$ cat config.mk
export PLATFORM = sky130hd
export DESIGN_NAME = can_frame_parser
export DESIGN_NICKNAME = d
export VERILOG_FILES = /design/src/rtl/can_parse_pkg.sv /design/src/rtl/can_bit_destuff.sv /design/src/rtl/can_crc15.sv /design/src/rtl/can_field_track.sv /design/src/rtl/can_frame_parser.sv
export SDC_FILE = /design/constraint.sdc
export NUM_CORES = 1
export LEC_CHECK = 0
export BUFFER_PORTS_ARGS = -buffer_cell sky130_fd_sc_hd__buf_2
export CAP_MARGIN = 20
export CORE_UTILIZATION = 60
export CTS_BUF_LIST = sky130_fd_sc_hd__clkbuf_8
export CTS_CLUSTER_SIZE = 25
export DETAILED_ROUTE_END_ITERATION = 7
export PLACE_DENSITY = 0.88
export SKIP_LAST_GASP = 1
export SLEW_MARGIN = 20
export SYNTH_ARGS = -nofsm -noshare
export SYNTH_HDL_FRONTEND = slang
export SYNTH_SLANG_ARGS = --single-unit
$ cat constraint.sdc
create_clock -name clk -period 13.6 [get_ports clk]
set_input_delay 0.68 -clock clk [delete_from_list [all_inputs] [get_ports clk]]
set_output_delay 0.68 -clock clk [all_outputs]
set_load 0.01 [all_outputs]
$ cat src/rtl/can_parse_pkg.sv
package can_parse_pkg;

  // Field widths fixed by the frame format
  localparam int ID_BASE_W = 11;
  localparam int ID_EXT_W  = 18;
  localparam int ID_W      = ID_BASE_W + ID_EXT_W;
  localparam int DLC_W     = 4;
  localparam int MAX_BYTES = 8;
  localparam int DATA_W    = MAX_BYTES * 8;
  localparam int DIDX_W    = $clog2(DATA_W);
  localparam int CRC_W     = 15;
  localparam logic [CRC_W-1:0] CRC_POLY = 15'h4599;

  // Stuffing rule
  localparam int STUFF_RUN = 5;
  localparam int RUN_W     = $clog2(STUFF_RUN + 1);

  // Header positions (unstuffed bit index, SOF = 0)
  localparam int POS_B12       = ID_BASE_W + 1;
  localparam int POS_IDE       = POS_B12 + 1;
  localparam int STD_DLC_START = POS_IDE + 2;
  localparam int STD_DLC_END   = STD_DLC_START + DLC_W - 1;
  localparam int EXT_ID_END    = POS_IDE + ID_EXT_W;
  localparam int EXT_RTR       = EXT_ID_END + 1;
  localparam int EXT_DLC_START = EXT_RTR + 3;
  localparam int EXT_DLC_END   = EXT_DLC_START + DLC_W - 1;

  // Tail offsets, relative to the last data bit
  localparam int EOF_LEN      = 7;
  localparam int OFS_CRC_END  = CRC_W;
  localparam int OFS_CDEL     = OFS_CRC_END + 1;
  localparam int OFS_ACK      = OFS_CDEL + 1;
  localparam int OFS_ADEL     = OFS_ACK + 1;
  localparam int OFS_EOF_LAST = OFS_ADEL + EOF_LEN;

  localparam int MAX_POS = EXT_DLC_END + DATA_W + OFS_EOF_LAST;
  localparam int POS_W   = $clog2(MAX_POS + 1);

  typedef enum logic [1:0] {
    PH_SOF  = 2'd0,
    PH_HEAD = 2'd1,
    PH_TAIL = 2'd2
  } phase_e;

endpackage

$ cat src/rtl/can_bit_destuff.sv
module can_bit_destuff
  import can_parse_pkg::*;
(
  input  logic clk,
  input  logic rst_n,
  input  logic in_valid_i,
  input  logic in_bit_i,
  input  logic restart_i,
  input  logic zone_i,
  output logic out_valid_o,
  output logic stuff_err_o
);

  logic [RUN_W-1:0] run_q, run_d;
  logic             last_q, last_d;
  logic             at_limit;

  assign at_limit = zone_i && !restart_i && (run_q == RUN_W'(STUFF_RUN));

  always_comb begin
    run_d       = run_q;
    last_d      = last_q;
    out_valid_o = 1'b0;
    stuff_err_o = 1'b0;
    if (in_valid_i) begin
      if (restart_i) begin
        run_d       = RUN_W'(1);
        last_d      = in_bit_i;
        out_valid_o = 1'b1;
      end else if (at_limit) begin
        if (in_bit_i == last_q) begin
          stuff_err_o = 1'b1;
        end else begin
          run_d  = RUN_W'(1);
          last_d = in_bit_i;
        end
      end else begin
        out_valid_o = 1'b1;
        if (in_bit_i != last_q) begin
          run_d  = RUN_W'(1);
          last_d = in_bit_i;
        end else if (run_q < RUN_W'(STUFF_RUN)) begin
          run_d = run_q + RUN_W'(1);
        end
      end
    end
  end

  always_ff @(posedge clk or negedge rst_n) begin
    if (!rst_n) begin
      run_q  <= '0;
      last_q <= 1'b1;
    end else if (in_valid_i) begin
      run_q  <= run_d;
      last_q <= last_d;
    end
  end

  // the run length never exceeds the stuffing limit
  a_r7_run_bound: assert property (@(posedge clk) disable iff (!rst_n)
    run_q <= RUN_W'(STUFF_RUN));

  // a stuff bit is never forwarded to field decoding
  a_r7_stuff_dropped: assert property (@(posedge clk) disable iff (!rst_n)
    (in_valid_i && zone_i && !restart_i && run_q == RUN_W'(STUFF_RUN)) |-> !out_valid_o);

endmodule

$ cat src/rtl/can_crc15.sv
module can_crc15
  import can_parse_pkg::*;
(
  input  logic             clk,
  input  logic             rst_n,
  input  logic             en_i,
  input  logic             start_i,
  input  logic             bit_i,
  output logic [CRC_W-1:0] crc_o
);

  logic [CRC_W-1:0] crc_q, crc_d, seed;

  function automatic logic [CRC_W-1:0] crc_step(input logic [CRC_W-1:0] c, input logic b);
    logic fb;
    fb = b ^ c[CRC_W-1];
    crc_step = {c[CRC_W-2:0], 1'b0} ^ (fb ? CRC_POLY : '0);
  endfunction

  always_comb begin
    seed  = start_i ? '0 : crc_q;
    crc_d = crc_step(seed, bit_i);
  end

  always_ff @(posedge clk or negedge rst_n) begin
    if (!rst_n) begin
      crc_q <= '0;
    end else if (en_i) begin
      crc_q <= crc_d;
    end
  end

  assign crc_o = crc_q;

  // the running CRC only moves on covered bits
  a_r8_crc_hold: assert property (@(posedge clk) disable iff (!rst_n)
    !en_i |=> $stable(crc_q));

endmodule

$ cat src/rtl/can_field_track.sv
module can_field_track
  import can_parse_pkg::*;
(
  input  logic              clk,
  input  logic              rst_n,
  input  logic              bit_valid_i,
  input  logic              bit_i,
  input  logic              stuff_err_i,
  input  logic [CRC_W-1:0]  crc_calc_i,
  output logic              restart_o,
  output logic              zone_o,
  output logic              crc_en_o,
  output logic              crc_start_o,
  output logic              done_o,
  output logic [ID_W-1:0]   id_o,
  output logic              ext_o,
  output logic              remote_o,
  output logic [DLC_W-1:0]  dlc_o,
  output logic [DATA_W-1:0] data_o,
  output logic [CRC_W-1:0]  crc_rx_o,
  output logic              crc_err_o,
  output logic              ack_o,
  output logic              form_err_o,
  output logic              stuff_err_o
);

  localparam logic [POS_W-1:0] P_BASE_END  = POS_W'(ID_BASE_W);
  localparam logic [POS_W-1:0] P_B12       = POS_W'(POS_B12);
  localparam logic [POS_W-1:0] P_IDE       = POS_W'(POS_IDE);
  localparam logic [POS_W-1:0] P_SDLC_BEG  = POS_W'(STD_DLC_START);
  localparam logic [POS_W-1:0] P_SDLC_END  = POS_W'(STD_DLC_END);
  localparam logic [POS_W-1:0] P_EID_END   = POS_W'(EXT_ID_END);
  localparam logic [POS_W-1:0] P_ERTR      = POS_W'(EXT_RTR);
  localparam logic [POS_W-1:0] P_EDLC_BEG  = POS_W'(EXT_DLC_START);
  localparam logic [POS_W-1:0] P_EDLC_END  = POS_W'(EXT_DLC_END);
  localparam logic [POS_W-1:0] O_CRC_END   = POS_W'(OFS_CRC_END);
  localparam logic [POS_W-1:0] O_CDEL      = POS_W'(OFS_CDEL);
  localparam logic [POS_W-1:0] O_ACK       = POS_W'(OFS_ACK);
  localparam logic [POS_W-1:0] O_ADEL      = POS_W'(OFS_ADEL);
  localparam logic [POS_W-1:0] O_EOF_LAST  = POS_W'(OFS_EOF_LAST);
  localparam logic [POS_W:0]   ZONE_OFS    = (POS_W+1)'(OFS_CDEL);
  localparam logic [POS_W-1:0] MAX_LAST    = POS_W'(EXT_DLC_END + DATA_W);

  phase_e                phase_q, phase_d;
  logic [POS_W-1:0]      pos_q, pos_d;
  logic [POS_W-1:0]      last_q, last_d;
  logic [ID_BASE_W-1:0]  base_q, base_d;
  logic [ID_EXT_W-1:0]   ext_q, ext_d;
  logic                  b12_q, b12_d;
  logic                  ide_q, ide_d;
  logic                  rtr_q, rtr_d;
  logic [DLC_W-1:0]      dlc_q, dlc_d;
  logic [DATA_W-1:0]     data_q, data_d;
  logic [CRC_W-1:0]      crcrx_q, crcrx_d;
  logic                  ack_q, ack_d;
  logic                  done_q, done_d;
  logic                  crcerr_q, crcerr_d;
  logic                  form_q, form_d;
  logic                  stuff_q, stuff_d;

  logic [POS_W-1:0]      rel;
  logic [POS_W-1:0]      first_data;
  logic [DIDX_W-1:0]     didx;
  logic [DLC_W-1:0]      dlc_full;

  // Number of data bits implied by a length code
  function automatic logic [POS_W-1:0] data_span(input logic [DLC_W-1:0] d, input logic remote);
    if (remote)
      data_span = '0;
    else if (d > DLC_W'(MAX_BYTES))
      data_span = POS_W'(DATA_W);
    else
      data_span = POS_W'({d, 3'b000});
  endfunction

  assign rel        = pos_q - last_q;
  assign first_data = (ide_q ? P_EDLC_END : P_SDLC_END) + POS_W'(1);
  assign didx       = DIDX_W'(DATA_W - 1) - DIDX_W'(pos_q - first_data);
  assign dlc_full   = {dlc_q[DLC_W-2:0], bit_i};

  assign restart_o = (phase_q == PH_SOF);
  assign zone_o    = (phase_q != PH_TAIL) || ({1'b0, pos_q} <= ({1'b0, last_q} + ZONE_OFS));

  // Next-state logic
  always_comb begin
    phase_d     = phase_q;
    pos_d       = pos_q;
    last_d      = last_q;
    base_d      = base_q;
    ext_d       = ext_q;
    b12_d       = b12_q;
    ide_d       = ide_q;
    rtr_d       = rtr_q;
    dlc_d       = dlc_q;
    data_d      = data_q;
    crcrx_d     = crcrx_q;
    ack_d       = ack_q;
    crcerr_d    = crcerr_q;
    done_d      = 1'b0;
    form_d      = 1'b0;
    stuff_d     = 1'b0;
    crc_en_o    = 1'b0;
    crc_start_o = 1'b0;

    if (stuff_err_i) begin
      stuff_d = 1'b1;
      phase_d = PH_SOF;
      pos_d   = '0;
    end else if (bit_valid_i) begin
      unique case (phase_q)
        PH_SOF: begin
          if (!bit_i) begin
            phase_d     = PH_HEAD;
            pos_d       = POS_W'(1);
            data_d      = '0;
            crc_en_o    = 1'b1;
            crc_start_o = 1'b1;
          end else begin
            form_d = 1'b1;
          end
        end

        PH_HEAD: begin
          pos_d    = pos_q + POS_W'(1);
          crc_en_o = 1'b1;
          if (pos_q <= P_BASE_END) begin
            base_d = {base_q[ID_BASE_W-2:0], bit_i};
          end else if (pos_q == P_B12) begin
            b12_d = bit_i;
          end else if (pos_q == P_IDE) begin
            ide_d = bit_i;
          end else if (!ide_q) begin
            if (pos_q >= P_SDLC_BEG) dlc_d = dlc_full;
            if (pos_q == P_SDLC_END) begin
              rtr_d   = b12_q;
              last_d  = P_SDLC_END + data_span(dlc_full, b12_q);
              phase_d = PH_TAIL;
            end
          end else begin
            if (pos_q <= P_EID_END)
              ext_d = {ext_q[ID_EXT_W-2:0], bit_i};
            else if (pos_q == P_ERTR)
              rtr_d = bit_i;
            else if (pos_q >= P_EDLC_BEG)
              dlc_d = dlc_full;
            if (pos_q == P_EDLC_END) begin
              last_d  = P_EDLC_END + data_span(dlc_full, rtr_q);
              phase_d = PH_TAIL;
            end
          end
        end

        PH_TAIL: begin
          pos_d = pos_q + POS_W'(1);
          if (pos_q <= last_q) begin
            crc_en_o     = 1'b1;
            data_d[didx] = bit_i;
          end else if (rel <= O_CRC_END) begin
            crcrx_d = {crcrx_q[CRC_W-2:0], bit_i};
          end else if (rel == O_ACK) begin
            ack_d = !bit_i;
          end else if (!bit_i) begin
            // delimiters and end of frame must be recessive
            form_d  = 1'b1;
            phase_d = PH_SOF;
            pos_d   = '0;
          end else if (rel == O_EOF_LAST) begin
            done_d   = 1'b1;
            crcerr_d = (crc_calc_i != crcrx_q);
            phase_d  = PH_SOF;
            pos_d    = '0;
          end
        end

        default: begin
          phase_d = PH_SOF;
          pos_d   = '0;
        end
      endcase
    end
  end

  // Registers
  always_ff @(posedge clk or negedge rst_n) begin
    if (!rst_n) begin
      phase_q  <= PH_SOF;
      pos_q    <= '0;
      last_q   <= '0;
      base_q   <= '0;
      ext_q    <= '0;
      b12_q    <= 1'b0;
      ide_q    <= 1'b0;
      rtr_q    <= 1'b0;
      dlc_q    <= '0;
      data_q   <= '0;
      crcrx_q  <= '0;
      ack_q    <= 1'b0;
      crcerr_q <= 1'b0;
      done_q   <= 1'b0;
      form_q   <= 1'b0;
      stuff_q  <= 1'b0;
    end else begin
      done_q  <= done_d;
      form_q  <= form_d;
      stuff_q <= stuff_d;
      if (bit_valid_i || stuff_err_i) begin
        phase_q  <= phase_d;
        pos_q    <= pos_d;
        last_q   <= last_d;
        base_q   <= base_d;
        ext_q    <= ext_d;
        b12_q    <= b12_d;
        ide_q    <= ide_d;
        rtr_q    <= rtr_d;
        dlc_q    <= dlc_d;
        data_q   <= data_d;
        crcrx_q  <= crcrx_d;
        ack_q    <= ack_d;
        crcerr_q <= crcerr_d;
      end
    end
  end

  assign done_o      = done_q;
  assign id_o        = ide_q ? {base_q, ext_q} : {{ID_EXT_W{1'b0}}, base_q};
  assign ext_o       = ide_q;
  assign remote_o    = rtr_q;
  assign dlc_o       = dlc_q;
  assign data_o      = data_q;
  assign crc_rx_o    = crcrx_q;
  assign crc_err_o   = crcerr_q;
  assign ack_o       = ack_q;
  assign form_err_o  = form_q;
  assign stuff_err_o = stuff_q;

  // without an accepted bit or a stuff error, the position holds
  a_r2_pos_hold: assert property (@(posedge clk) disable iff (!rst_n)
    (!bit_valid_i && !stuff_err_i) |=> $stable(pos_q));

  // after frame done the parser is back waiting for start of frame
  a_r11_done_rearms: assert property (@(posedge clk) disable iff (!rst_n)
    done_q |-> (phase_q == PH_SOF && pos_q == '0));

  // a completed frame and an error never pulse together
  a_r10_done_excl: assert property (@(posedge clk) disable iff (!rst_n)
    !(done_q && (form_q || stuff_q)));

  // the data field never runs past eight bytes
  a_r6_len_bound: assert property (@(posedge clk) disable iff (!rst_n)
    (phase_q == PH_TAIL) |-> (last_q <= MAX_LAST));

endmodule

$ cat src/rtl/can_frame_parser.sv
module can_frame_parser
  import can_parse_pkg::*;
(
  input  logic              clk,
  input  logic              rst_n,
  input  logic              bit_valid,
  input  logic              bit_in,
  output logic              frame_done,
  output logic [ID_W-1:0]   frame_id,
  output logic              frame_ext,
  output logic              frame_remote,
  output logic [DLC_W-1:0]  frame_dlc,
  output logic [DATA_W-1:0] frame_data,
  output logic [CRC_W-1:0]  crc_rx,
  output logic              crc_error,
  output logic              ack_seen,
  output logic              form_error,
  output logic              stuff_error
);

  logic [1:0]       rst_sync_q;
  logic             rst_n_s;
  logic             ds_valid, ds_err;
  logic             restart, zone;
  logic             crc_en, crc_start;
  logic [CRC_W-1:0] crc_calc;

  // Asynchronous assert, synchronous release
  always_ff @(posedge clk or negedge rst_n) begin
    if (!rst_n) rst_sync_q <= 2'b00;
    else        rst_sync_q <= {rst_sync_q[0], 1'b1};
  end
  assign rst_n_s = rst_sync_q[1];

  can_bit_destuff u_destuff (
    .clk         (clk),
    .rst_n       (rst_n_s),
    .in_valid_i  (bit_valid),
    .in_bit_i    (bit_in),
    .restart_i   (restart),
    .zone_i      (zone),
    .out_valid_o (ds_valid),
    .stuff_err_o (ds_err)
  );

  can_crc15 u_crc (
    .clk     (clk),
    .rst_n   (rst_n_s),
    .en_i    (crc_en),
    .start_i (crc_start),
    .bit_i   (bit_in),
    .crc_o   (crc_calc)
  );

  can_field_track u_track (
    .clk         (clk),
    .rst_n       (rst_n_s),
    .bit_valid_i (ds_valid),
    .bit_i       (bit_in),
    .stuff_err_i (ds_err),
    .crc_calc_i  (crc_calc),
    .restart_o   (restart),
    .zone_o      (zone),
    .crc_en_o    (crc_en),
    .crc_start_o (crc_start),
    .done_o      (frame_done),
    .id_o        (frame_id),
    .ext_o       (frame_ext),
    .remote_o    (frame_remote),
    .dlc_o       (frame_dlc),
    .data_o      (frame_data),
    .crc_rx_o    (crc_rx),
    .crc_err_o   (crc_error),
    .ack_o       (ack_seen),
    .form_err_o  (form_error),
    .stuff_err_o (stuff_error)
  );

endmodule

======== Word level (Yosys, flattened, before mapping) ========
Index checks and enable logic that the tools add are counted.
W data, S select, Z words.
cells by class
  add/subtract/negate cells ............... 9
  magnitude comparators ................... 11
  equal/unequal tests ..................... 32
  mux-type cells .......................... 105
  bitwise operators ....................... 9
  reduce and logical (&&, ||, !) cells .... 29
operator list
  kind                  count
  $mux W7               30
  $mux W64              2
  $pmux W64 S2          1
  $bwmux W64            1
  $mux W1               38
  $mux W15              2
  $mux W29              1
  $mux W2               14
  $reduce_and A9 Y1     3
  $eq A7 B5 Y1 const B  3
  $ne A3 B2 Y1 const B  7
  $pmux W7 S3           1
  $mux W4               5
  $reduce_and A6 Y1     3
  $mux W3               5
  $ne A15 B15 Y1        1
  $xor A15 B15 Y15      1
  $eq A7 B4 Y1 const B  2
  $eq A7 B6 Y1 const B  2
  $le A7 B4 Y1 const B  2
  $ne A2 B2 Y1 const B  7
  $reduce_and A7 Y1     2
  $reduce_and A12 Y1    1
  $reduce_and A11 Y1    1
  other kinds (45)      60
word-level totals
  register bits after elaboration ......... 157
  input port bits ......................... 4
  output and inout bits ................... 119
  word-level logic and storage cells ...... 215

======== Logic depth before layout (Yosys ltp) ========
Gate-level depths: netlist of the first run.
  depth after elaboration ................. 14
  gate-level depth with buffers ........... 12
  depth with buffers taken out ............ 10

======== Cells and area by module ========
A second synthesis of the first run with hierarchy kept.
second synthesis, totals
  cell total of the unflattened synthesis .. 749
  area total of the unflattened synthesis .. 8191.6 µm²
modules (own cells, without submodules)
  module            instances  cells each  area an instance (µm²)  sequential area each (µm²)
  can_field_track   1          645         7108.1                  3378.2
  can_crc15         1          74          750.7                   375.4
  can_bit_destuff   1          27          279.0                   101.3
  can_frame_parser  1          3           53.8                    50.0

======== Worst setup path before layout of the first run ========
No wires, ideal clock.
  path kind ............................... register to register
  start point ............................. reg u_track.pos_q[1]
  end point ............................... reg u_track.crcrx_q[10] (netlist: u_track.crc_rx_o[10])
  library setup time ...................... 125 ps
  arrival time ............................ 2885 ps
  data required time ...................... 13475 ps
  slack ................................... 10590 ps
  stages on the path, launching flop included .. 12
  buffers on the path ..................... 1
  clock period less this slack ............ 3010 ps
  cells stage by stage .................... dfrtp_1 inv_1 ha_1 inv_1 fa_1 a21o_4 a211oi_2 o21a_4 nor3_4 nor4_4 buf_8 mux2_4
between the ends
  longest elaborated chain between the ends .. 9
  elaborated cells between the ends (all ways) .. 17
  classes of those cells .................. add/sub: 1; order compare: 3; mux: 6; bitwise: 2; reduce/logical: 5
ends and longest elaborated chain
  what                                                     line                    RTL
  start: declaration                                       can_field_track.sv:45   logic [POS_W-1:0] pos_q, pos_d;
  start signal: assignment                                 can_field_track.sv:208  pos_q <= pos_d;
  $le A7 B8 Y1                                             can_field_track.sv:82   assign zone_o = (phase_q != PH_TAIL) || ({1'b0, pos_q} <= ({1'b0, last_q} + ZONE_OFS));
  $logic_or A1 B1 Y1                                       can_field_track.sv:82
  $logic_and A1 B1 Y1 (2 in a row)                         can_bit_destuff.sv:18   assign at_limit = zone_i && !restart_i && (run_q == RUN_W'(STUFF_RUN));
  $mux W1                                                  can_bit_destuff.sv:30   end else if (at_limit) begin
  $mux W1                                                  can_bit_destuff.sv:26   if (restart_i) begin
  $mux W1                                                  can_bit_destuff.sv:25   if (in_valid_i) begin
  $logic_or A1 B1 Y1 / $not A1 Y1 (equally long branches)  n/a
  $reduce_and A6 Y1 (no source line) *                     n/a
  end signal: assignment                                   can_field_track.sv:217  crcrx_q <= crcrx_d;
  end: declaration                                         can_field_track.sv:54   logic [CRC_W-1:0] crcrx_q, crcrx_d;
Mark *: on every way between the ends. The rest lies on a longest branch, timed or not.
A chain may end at the register's enable or synchronous reset.

======== Worst setup path in the final report of the first run ========
  start point ............................. reg u_track.pos_q[1]
  end point ............................... reg u_track.data_q[23] (netlist: u_track.data_o[23])
between the ends
  longest elaborated chain between the ends .. 9
  elaborated cells between the ends (all ways) .. 25
  classes of those cells .................. add/sub: 2; order compare: 4; eq/ne: 1; mux: 11; bitwise: 1; reduce/logical: 6
ends and longest elaborated chain
  what                                                              line                                           RTL
  $sub A6 B6 Y6 / $le A7 B8 Y1 (equally long branches)              can_field_track.sv:78, can_field_track.sv:82
  $sub A6 B6 Y6 / $logic_or A1 B1 Y1 (equally long branches)        can_field_track.sv:78, can_field_track.sv:82
  $lt A6 B7 Y1 (implied by the code), or another cell as far along  can_field_track.sv:157                         data_d[didx] = bit_i;
  $logic_and A1 B1 Y1, on equally long branches                     can_field_track.sv:157, can_bit_destuff.sv:18
  $mux W1, on equally long branches                                 can_field_track.sv:157, can_bit_destuff.sv:30
  $demux W1 S6 / $mux W1 (equally long branches)                    n/a
  $bwmux W64 / $mux W1 (equally long branches)                      can_field_track.sv:157, can_bit_destuff.sv:25
  $mux W64, or another cell as far along                            can_field_track.sv:155                         if (pos_q <= last_q) begin
  $pmux W64 S2 / $reduce_and A6 Y1 (equally long branches)          n/a
  end signal: assignment                                            can_field_track.sv:216                         data_q <= data_d;
  end: declaration                                                  can_field_track.sv:53                          logic [DATA_W-1:0] data_q, data_d;
Several ways; a longest one is shown, not always the timed one. The select of a mux whose other input is x is not followed.

==> metrics.md, run 1 <==
| Metric | Value |
|---|---|
| Worst path max stage delay | 0.72 ns |
| Top fanout value on the critical path | 8 |
| Most used cells in the layout excluding fill and tap cells | 154 x dfrtp_1, 139 x o211ai_1, 131 x nand2_1 |
| TritonRoute pass-1 iters | 6 |
| Floorplan die area | 15290 µm² |
| Via count of the first global-routing pass | 6663 |
| Type of the setup path with the least slack | reg -> reg |
| Average instance area after synthesis | 10.58 µm² |
| Async S/R FF share, synth | 100.0% |
| Worst Setup End Kind | flip-flop |
| Overall die width | 123.6 µm |
| Number of maximum-capacitance constraint violations | 0 |
| Warnings, synthesis | 0 |
| Post-layout min period | 3.652 ns |
| Slowest stage cell, crit path | and4_1 |
| Most frequent cell on the critical path | inv_1 |
| First-pass GRT wire length | 33710 µm |
| Count of different cell masters after synthesis | 83 |
| Wire per inst | 18.19 µm |
| Slew headroom | 42.81% |
| GPL Wtd Cong | 0.8721 |
| Transition time at the pin with the least slew margin | 0.8579 ns |
| Clock tree from TritonCTS | yes |
| Clk slew on worst S/H paths | 0.08 ns |
| CP arrival | 4.02 ns |
| Initial standard-cell utilization of the core | 61.32% |
| Gate Count Post-Synth | 839 |
| Total setup violations reported at the end of the flow | 0 |
| Layout net count | 960 |
| Dominant cells by area after synthesis | dfrtp_1 44%, o211ai_1 12%, mux2_2 5.8%, nand2_1 5.5%, mux2_4 3.4% |
| Deepest clock path buffer count | 2 |
| Routed Wire Length | 20590 µm |
| Sum of negative setup slack | 0 ns |
| Fraction of final layout cells sized beyond drive strength 1 | 27.53% |
| Largest net degree at the start of global routing | 88 |
| Area growth from synthesis to final layout | 10.96% |
| RSZ-0062 raised after global routing | false |
| Core footprint | 14480 µm² |
| CP Launch Type | flip-flop |
| Count of input and output buffers | 122 |
| Netlist area before placement | 8879 µm² |
| Final count of hold timing violations | 0 |
| Half-perimeter wire length after placement | 13850 µm |
| Design Power | 1951 µW |
| Final Cycle Share | 26.85% |
| Clk Tree Root Cell | clkbuf_8 |
| Hold WC Path Type | reg -> reg |
| Total via count in the routed design | 7102 |
| Total routing usage reported by global routing | 28.40% |
| Count of H-tree levels built during CTS | 4 |
| Mean number of vias per cell | 6.274 |
| Number of sinks driven by the clock tree | 156 |
| Antenna violation net count after detailed routing | 0 |
| Leakage dissipation | 0.004563 µW |
| EDFF count, synth | 0 |
| Commonest non-fill, non-tap cell in the layout | dfrtp_1 |
| Number of antenna violations at the first check in global routing | 0 |
| Max IR drop VDD | 0.0001100 V |
| Outcome | finished clean |
| Initial detailed-routing violation count | 716 |
| Number of cell rows | 44 |
| Critical path required time | 13.97 ns |
| Yosys top cell by area | dfrtp_1 |
| Fin Clk Skew | 0.01041 ns |
| Register bit total from synthesis | 156 |
| Post-layout worst setup margin | 9.948 ns |
| Io pins | 123 |
| Portion of the post-synthesis area used by sequential elements | 43.98% |
| Slew Viols, Final | 0 |
| Antenna diodes | 0 |
| Timing-limited maximum frequency | 273.9 MHz |
| Vert. Die Dim | 123.6 µm |
| DR DRC count | 0 |
| Cell Chain, Critical Path | inv_1 -> ha_1 -> inv_1 -> fa_1 -> a21o_4 -> a2111oi_4 -> o21a_1 -> and4_1 -> nand2b_1 -> o211ai_1 |
| CTS Buf Count | 17 |
| Clock insertion delay at the later pin of the skew report | 0.47 ns |
| Number of nets in the synthesized netlist | 863 |
| Cell Pwr Density | 198.0 nW/µm² |
| Primary flip-flop cell chosen by synthesis mapping | dfrtp_1 |
| Final core utilization | 68.04% |
| Final cell count without fillers | 1132 |
| Worst setup timing slack at the placement stage | 9.974 ns |
| Area share of the largest cell type after synthesis | 43.69% |
| Overall overflow remaining after global route | 0 |
| Total placed cells including tap cells | 1100 |
-- cell families after synthesis --
group	synth area share [%]
mux	9.780
xor+xnor	3.100
compound gates	20.01
fa+ha+maj	2.903
buf+inv	4.115
simple gates	16.07
flops	43.98
other cells	0.04224
-- layer usage --
layer  vias to the layer above  track usage [%]  routed length (µm)
met4                         0            12.73                 579
met3                        48            5.495                1264
met1                      3480            37.99                8890
met2                       285            44.79                9852
met5                         -                0                   0
li1                       3289                -                   -
-- registers in the layout, indices dropped and copies added, names as in the netlist, 2 cells and up --
signal,flops
rst_sync_q,2
u_crc.crc_o,15
u_destuff.run_q,3
u_track.base_q,11
u_track.crc_rx_o,15
u_track.data_o,64
u_track.dlc_o,4
u_track.ext_q,18
u_track.last_q,6
u_track.phase_q,2
u_track.pos_q,7
-- final cells by class --
class                           count  area [µm²]
Clock buffer                       21       289.0
Clock inverter                     10       76.32
Fill cell                        1056        4627
Inverter                           18       67.56
Multi-Input combinational cell    615        4618
Sequential cell                   156        3909
Tap cell                          184       230.2
Timing Repair Buffer              128       661.9
-- path summary, 6_finish.rpt --
| check | slack, ns | from | depth (start not counted) | end |
|---|---|---|---|---|
| min in group asynchronous | 0.45 | rst_sync_q[1] | 0 | u_track.ext_q[2] |
| max in group asynchronous | 11.89 | rst_sync_q[1] | 1 | u_track.data_o[42] |
| setup reg to reg | 9.95 | u_track.pos_q[1] | 10 | u_track.data_o[23] |
| hold reg to reg | 0.36 | rst_sync_q[0] | 0 | rst_sync_q[1] |
| hold / removal | 0.36 | rst_sync_q[0] | 0 | rst_sync_q[1] |
| setup / recovery | 9.95 | u_track.pos_q[1] | 10 | u_track.data_o[23] |
-- where the power goes --
group | leakage, µW | total [µW] | switching (µW) | internal [µW]
clock network | 0.000202 | 330 | 170 | 160
registers | 0.00204 | 766 | 157 | 609
logic | 0.00232 | 855 | 549 | 307
total | 0.00456 | 1950 | 875 | 1080
-- Yosys cell counts (5+ instances only) --
master     count
inv_1         18
buf_6          9
nand4_1       11
dfrtp_1      155
buf_2          7
nor3b_1        6
and2_1        18
mux2i_1        5
nor4_1         7
nand2b_1      11
o211ai_1     139
nor2b_1        5
nand2_1      131
o21ai_0       32
nor2_1        22
nand3b_1       6
xor2_1        13
ha_1          19
clkbuf_1      27
nand3_1       10
mux2_2        46
a21oi_1       13
mux2_4        20
o2111ai_1      6
xnor2_1       11
-- worst max-delay path, delay by kind of cell, from the launching register on --
family,cells,cell delay [ns]
adder cells (fa/ha/maj),2,0.64
AND/OR/NAND/NOR,2,1.08
buffers and inverters,2,0.21
AO/OA/AOI/OAI,4,1.12
flip-flops,1,0.48
-- repair_timing --
action	4_1_cts	5_1_grt
endpoints found under the setup margin	0	0
gates resized for setup	0	0
hold buffers	1	0
buffers inserted	0	0
endpoints found under the hold margin	2	0
-- metrics by stage --
stage          instance area, µm²  hold slack (ns)
2_1_floorplan                8879           0.3312
3_3_place_gp                 9469           0.3381
3_5_place_dp                 9469           0.3397
4_1_cts                      9844           0.3576
5_1_grt                      9852           0.3727
6_report                     9852           0.3584
Note: power is estimated with default switching activity, not from simulation.
==> run 2, diff against run 1 <==
==> constraint.sdc (replaced) <==
create_clock -name clk -period 3.8 [get_ports clk]
set_input_delay 0.19 -clock clk [delete_from_list [all_inputs] [get_ports clk]]
set_output_delay 0.19 -clock clk [all_outputs]
set_load 0.01 [all_outputs]
==> metrics.md, run 2 (synthesis results as in run 1) <==
| Metric | Value |
|---|---|
| Peak-usage layer in the global routing report | met2 |
| Antenna diodes | 0 (unchanged) |
| Worst r2r path cells | 11 (+1) |
| Post-CTS setup buffer count | 0 (unchanged) |
| Hold WC Path Type | in -> reg |
| Hold buffer count at cts | 2 (+1) |
| CTS Buf Count | 17 (unchanged) |
| Clk slew on worst S/H paths | 0.08 ns (about the same) |
| Outcome | finished clean |
| First-pass GRT wire length | 32850 µm (-2.6%) |
| Leakage dissipation | 0.004640 µW (+1.7%) |
| CP arrival | 3.78 ns (-0.24 ns) |
| Area growth from synthesis to final layout | 12.82% |
| Worst hold path cell count | 2 (+2) |
| Core footprint | 14480 µm² (unchanged) |
| Layout net count | 967 (+0.73%) |
| Number of antenna violations at the first check in global routing | 0 (unchanged) |
| Timing-limited maximum frequency | 288.6 MHz (+5.4%) |
| Largest register FFs | 64 (unchanged) |
| CP Launch Type | flip-flop |
| Max IR drop VDD | 0.0005829 V (+430%) |
| TritonRoute pass-1 iters | 5 (-1) |
| Clock tree from TritonCTS | yes |
| Total routing usage reported by global routing | 27.66% (-0.73 points) |
| Post-layout min period | 3.465 ns (-0.1863 ns) |
| Sum of negative setup slack | 0 ns (unchanged) |
| Wire per inst | 17.91 µm (-1.5%) |
| Post-layout worst setup margin | 0.3347 ns (-9.614 ns) |
| Most used cells in the layout excluding fill and tap cells | 154 x dfrtp_1, 139 x o211ai_1, 131 x nand2_1 |
| Post-placement cell area | 9527 µm² (+0.61%) |
| RSZ-0062 raised after global routing | false |
| Total placed cells including tap cells | 1106 (+0.55%) |
| Transition time at the pin with the least slew margin | 0.9486 ns (+0.09069 ns) |
| Cell Pwr Density | 725.7 nW/µm² (+270%) |
| Type of the setup path with the least slack | reg -> reg |
| Count of H-tree levels built during CTS | 4 (unchanged) |
| Fraction of final layout cells sized beyond drive strength 1 | 28.14% (+0.61 points) |
| GPL Wtd Cong | 0.8795 (+0.85%) |
| Initial standard-cell utilization of the core | 61.32% (unchanged) |
| Overall overflow remaining after global route | 0 (unchanged) |
| Met2 global-route usage | 43.96% (-0.83 points) |
| Total setup violations reported at the end of the flow | 0 (unchanged) |
| Vert. Die Dim | 123.6 µm (unchanged) |
| Deepest clock path buffer count | 2 (unchanged) |
| Io pins | 123 (unchanged) |
| Number of maximum-capacitance constraint violations | 0 (unchanged) |
| Final count of hold timing violations | 0 (unchanged) |
| Post-route standard cell area excluding fillers | 10020 µm² (+1.7%) |
| Final Cycle Share | 91.19% (+64 points) |
| Critical path required time | 4.12 ns (-9.85 ns) |
| Half-perimeter wire length after placement | 13760 µm (-0.65%) |
| Initial detailed-routing violation count | 684 (-4.5%) |
| Final cell count without fillers | 1140 (+0.71%) |
| Slew headroom | 36.76% (-6.0 points) |
| Fin Clk Skew | 0.01548 ns (+0.005064 ns) |
| DR DRC count | 0 (unchanged) |
| Commonest non-fill, non-tap cell in the layout | dfrtp_1 |
| Overall die width | 123.6 µm (unchanged) |
| Met1 Use GR | 37.87% (-0.12 points) |
| Slew Viols, Final | 0 (unchanged) |
| Clock insertion delay at the later pin of the skew report | 0.47 ns (about the same) |
| Top fanout value on the critical path | 64 (+56) |
| Via count of the first global-routing pass | 6559 (-1.6%) |
| Mean number of vias per cell | 6.233 (-0.65%) |
| Largest net degree at the start of global routing | 73 (-17%) |
| Floorplan die area | 15290 µm² (unchanged) |
| Antenna violation net count after detailed routing | 0 (unchanged) |
| Clk Tree Root Cell | clkbuf_8 |
| GR Util met3 | 5.723% (+0.23 points) |
| Routed Wire Length | 20420 µm (-0.79%) |
| Number of cell rows | 44 (unchanged) |
| Worst setup timing slack at the placement stage | 0.4195 ns (-9.554 ns) |
| Number of sinks driven by the clock tree | 156 (unchanged) |
| Total via count in the routed design | 7106 (+0.056%) |
| Worst Setup End Kind | flip-flop |
| Count of input and output buffers | 122 (unchanged) |
| Number of cells upsized or downsized after cts | 0 (unchanged) |
==> run 2: cell count changes in the layout (fill, tap and decap cells not counted), sizes merged <==
| cell | previous run | this run |
|---|---|---|
| buf | 127 | 133 |
| bufinv | 1 | 5 |
| clkbuf | 21 | 20 |
| clkinv | 4 | 3 |
| dlygate4sd3 | 1 | 2 |
| inv | 22 | 21 |
==> run 2: final cells by class <==
| class | count | area, µm² |
|---|---|---|
| Clock buffer | 20 | 275.3 |
| Clock inverter | 12 | 195.2 |
| Fill cell | 1019 | 4462 |
| Inverter | 18 | 67.56 |
| Multi-Input combinational cell | 615 | 4614 |
| Sequential cell | 156 | 3909 |
| Tap cell | 184 | 230.2 |
| Timing Repair Buffer | 135 | 725.7 |
==> run 2: power by group <==
part           leakage, µW  switching (µW)  internal, µW  total (µW)
Sequential         0.00204             554          2180        2730
Clock             0.000243             627           830        1460
Combinational      0.00235            1970          1110        3080
Total              0.00464            3150          4120        7270
==> run 2: layer usage <==
| metal | up-vias | routed length [µm] |
|---|---|---|
| li1 | 3310 | - |
| met1 | 3504 | 8921 |
| met2 | 267 | 10080 |
| met3 | 25 | 1151 |
| met4 | 0 | 272 |
| met5 | - | 0 |
==> run 2: final timing paths <==
kind                                   from                  end  slack (ns)
max reg2reg                u_track.pos_q[1]   u_track.data_o[44]        0.33
min                               bit_valid  u_track.stuff_err_o        0.12
max                        u_track.pos_q[1]   u_track.data_o[44]        0.33
max in group asynchronous     rst_sync_q[1]   u_track.data_o[15]        2.33
min in group asynchronous     rst_sync_q[1]     u_track.ext_q[1]        0.48
min reg2reg                   rst_sync_q[0]        rst_sync_q[1]        0.36
==> run 2: critical path, stage by stage, from the launching register on <==
cell and delay (ns):
dfrtp_1 0.48, inv_1 0.15, ha_1 0.20, inv_1 0.06
fa_1 0.44, a21o_4 0.25, a2111oi_4 0.41, nor3b_1 0.18
or3_2 0.49, buf_4 0.33, nand2_1 0.18, o211ai_1 0.11
==> run 2: metrics by stage <==
stage	util, %	power, µW	hold slack, ns
5_1_grt	69.18	7734	0.1079
2_1_floorplan	-	4818	-0.1056
6_report	69.18	7270	0.1185
4_1_cts	69.18	7264	0.08888
3_3_place_gp	65.80	5668	-0.02423
3_5_place_dp	65.80	5798	-0.02250
==> run 3, diff against run 2 <==
--- a/config.mk
+++ b/config.mk
@@ -7,11 +7,11 @@
 export LEC_CHECK = 0
 export BUFFER_PORTS_ARGS = -buffer_cell sky130_fd_sc_hd__buf_2
 export CAP_MARGIN = 20
-export CORE_UTILIZATION = 60
-export CTS_BUF_LIST = sky130_fd_sc_hd__clkbuf_8
+export CORE_UTILIZATION = 58
+export CTS_BUF_LIST = sky130_fd_sc_hd__clkbuf_16
 export CTS_CLUSTER_SIZE = 25
 export DETAILED_ROUTE_END_ITERATION = 7
-export PLACE_DENSITY = 0.88
+export PLACE_DENSITY = 0.85
 export SKIP_LAST_GASP = 1
 export SLEW_MARGIN = 20
 export SYNTH_ARGS = -nofsm -noshare
==> metrics.md, run 3 (synthesis results as in run 1) <==
| Metric | Value |
|---|---|
| Outcome | finished clean |
| Hold WC Path Type | in -> async |
| Type of the setup path with the least slack | reg -> reg |
| Vert. Die Dim | 125.7 µm (+1.7%) |
| Largest register FFs | 64 (unchanged) |
| Total via count in the routed design | 7248 (+2.0%) |
| Routed Wire Length | 21410 µm (+4.8%) |
| Overall die width | 125.7 µm (+1.7%) |
| Wire per inst | 18.78 µm (+4.8%) |
| Worst r2r path cells | 11 (unchanged) |
| Final Hold Slack | 0.06452 ns (-0.05398 ns) |
| Timing-limited maximum frequency | 288.6 MHz (about the same) |
| Number of sinks driven by the clock tree | 156 (unchanged) |
| Worst setup path startpoint | u_track.pos_q[1] |
| Post-layout worst setup margin | 0.3348 ns (+0.00008100 ns) |
| Number of antenna violations at the first check in global routing | 1 (+1) |
| Total routing usage reported by global routing | 28.22% (+0.55 points) |
| Worst reg2reg path startpoint | u_track.pos_q[1] |
| First-pass GRT wire length | 35450 µm (+7.9%) |
| Clk Tree Root Cell | clkbuf_16 |
| CP Launch Type | flip-flop |
| DR DRC count | 0 (unchanged) |
| Sum of negative setup slack | 0 ns (unchanged) |
| Via count of the first global-routing pass | 6977 (+6.4%) |
| Critical path required time | 4.08 ns (-0.04 ns) |
| Max IR drop VDD | 0.0004570 V (-22%) |
| Final Cycle Share | 91.19% (about the same) |
| Number of cell rows | 44 (unchanged) |
| GPL Wtd Cong | 0.8904 (+1.2%) |
| Fraction of final layout cells sized beyond drive strength 1 | 28.27% (+0.13 points) |
| Leakage dissipation | 0.004691 µW (+1.1%) |
| Total setup violations reported at the end of the flow | 0 (unchanged) |
| Final count of hold timing violations | 0 (unchanged) |
| Initial detailed-routing violation count | 665 (-2.8%) |
| RSZ-0062 raised after global routing | false |
| Clock insertion delay at the later pin of the skew report | 0.43 ns (-0.04 ns) |
| Layout net count | 967 (unchanged) |
| Commonest non-fill, non-tap cell in the layout | dfrtp_1 |
| Worst Setup End Kind | flip-flop |
| Post-route standard cell area excluding fillers | 10150 µm² (+1.3%) |
| Most used cells in the layout excluding fill and tap cells | 154 x dfrtp_1, 139 x o211ai_1, 131 x nand2_1 |
| Core footprint | 14750 µm² (+1.9%) |
| Post-placement cell area | 9534 µm² (about the same) |
| Area growth from synthesis to final layout | 14.33% |
| Post-layout min period | 3.465 ns (-0.00008100 ns) |
| Fin Clk Skew | 0.007987 ns (-0.007488 ns) |
| Transition time at the pin with the least slew margin | 0.9429 ns (-0.005720 ns) |
| R2r endpoint | u_track.data_o[41] |
| CTS Buf Count | 17 (unchanged) |
| Floorplan die area | 15810 µm² (+3.4%) |
| Reg-to-reg slack, setup | 0.33 ns (about the same) |
| Clk slew on worst S/H paths | 0.06 ns (-0.02 ns) |
| Overall overflow remaining after global route | 0 (unchanged) |
| CP arrival | 3.74 ns (-0.04 ns) |
| Count of input and output buffers | 122 (unchanged) |
| Slew headroom | 37.01% (+0.25 points) |
| End point of the critical path | u_track.data_o[41] |
| Count of H-tree levels built during CTS | 4 (unchanged) |
| Deepest clock path buffer count | 2 (unchanged) |
| TritonRoute pass-1 iters | 6 (+1) |
| Mean number of vias per cell | 6.358 (+2.0%) |
| Cell Pwr Density | 757.8 nW/µm² (+4.4%) |
| Io pins | 123 (unchanged) |
| Initial standard-cell utilization of the core | 60.18% (-1.1 points) |
| Top fanout value on the critical path | 64 (unchanged) |
| Worst setup timing slack at the placement stage | 0.4112 ns (-0.008279 ns) |
| Clock tree from TritonCTS | yes |
| Half-perimeter wire length after placement | 13850 µm (+0.65%) |
| Number of maximum-capacitance constraint violations | 0 (unchanged) |
| Largest net degree at the start of global routing | 68 (-6.8%) |
| Antenna violation net count after detailed routing | 0 (unchanged) |
| Slew Viols, Final | 0 (unchanged) |
## run 3: cell count changes in the layout (fill, tap and decap cells not counted), sizes merged
cell         delta
inv             -2
clkinv          +3
clkbuf          -3
bufinv          -1
buf             +1
dlygate4sd3     -1
diode           +1
clkinvlp        +2
## run 3: timing repair
item | 4_1_cts | 5_1_grt
buffers inserted | 0 | 0
hold buffers | 1 | 0
hold endpoints to repair | 2 | 0
gates resized for setup | 0 | 0
## run 3: layout make-up
cell class / count / area [µm²]
Clock inverter: 14 / 178.9
Tap cell: 184 / 230.2
Inverter: 18 / 67.56
Antenna cell: 1 / 2.502
Timing Repair Buffer: 135 / 723.2
Multi-Input combinational cell: 615 / 4614
Clock buffer: 17 / 425.4
Sequential cell: 156 / 3909
Fill cell: 1070 / 4603
## run 3: how the worst min path moves through the flow
| stage | slack, ns | end | start |
|---|---|---|---|
| after floorplan | -0.11 | rst_sync_q[0] | rst_n |
| after global placement | -0.02 | rst_sync_q[0] | rst_n |
| after detailed placement | -0.02 | rst_sync_q[0] | rst_n |
| after CTS | 0.06 | rst_sync_q[1] | rst_n |
| after global routing | 0.07 | rst_sync_q[0] | rst_n |
| final | 0.06 | rst_sync_q[0] | rst_n |
## run 3: where the power goes
group	internal, µW	switching (µW)	leakage [µW]
logic	1140	2040	0.00235
registers	2180	562	0.00204
clock network	1080	683	0.000293
## run 3: worst max-delay path: stages, from the launching register on
cell and delay, ns:
dfrtp_1 0.47, inv_1 0.14, ha_1 0.21, inv_1 0.06, fa_1 0.44, a21o_4 0.25, a2111oi_4 0.40, nor3b_1 0.18
or3_2 0.51, buf_4 0.34, nand2_1 0.17, o211ai_1 0.10
## run 3: routing by layer
layer | wire [µm] | vias to the layer above | global-route usage (%)
met4 | 524 | 0 | 11.12
met5 | 0 | - | 0
li1 | - | 3310 | -
met2 | 10410 | 302 | 45.13
met1 | 9130 | 3589 | 37.58
met3 | 1346 | 47 | 6.117
## run 3: metrics by stage
stage	utilization (%)	total power, µW	std cells
6_report	68.80	7692	1140
5_1_grt	68.80	8138	1140
4_1_cts	68.78	7678	1139
3_5_place_dp	64.62	5855	1107
3_3_place_gp	64.62	5700	1107
2_1_floorplan	-	4818	839
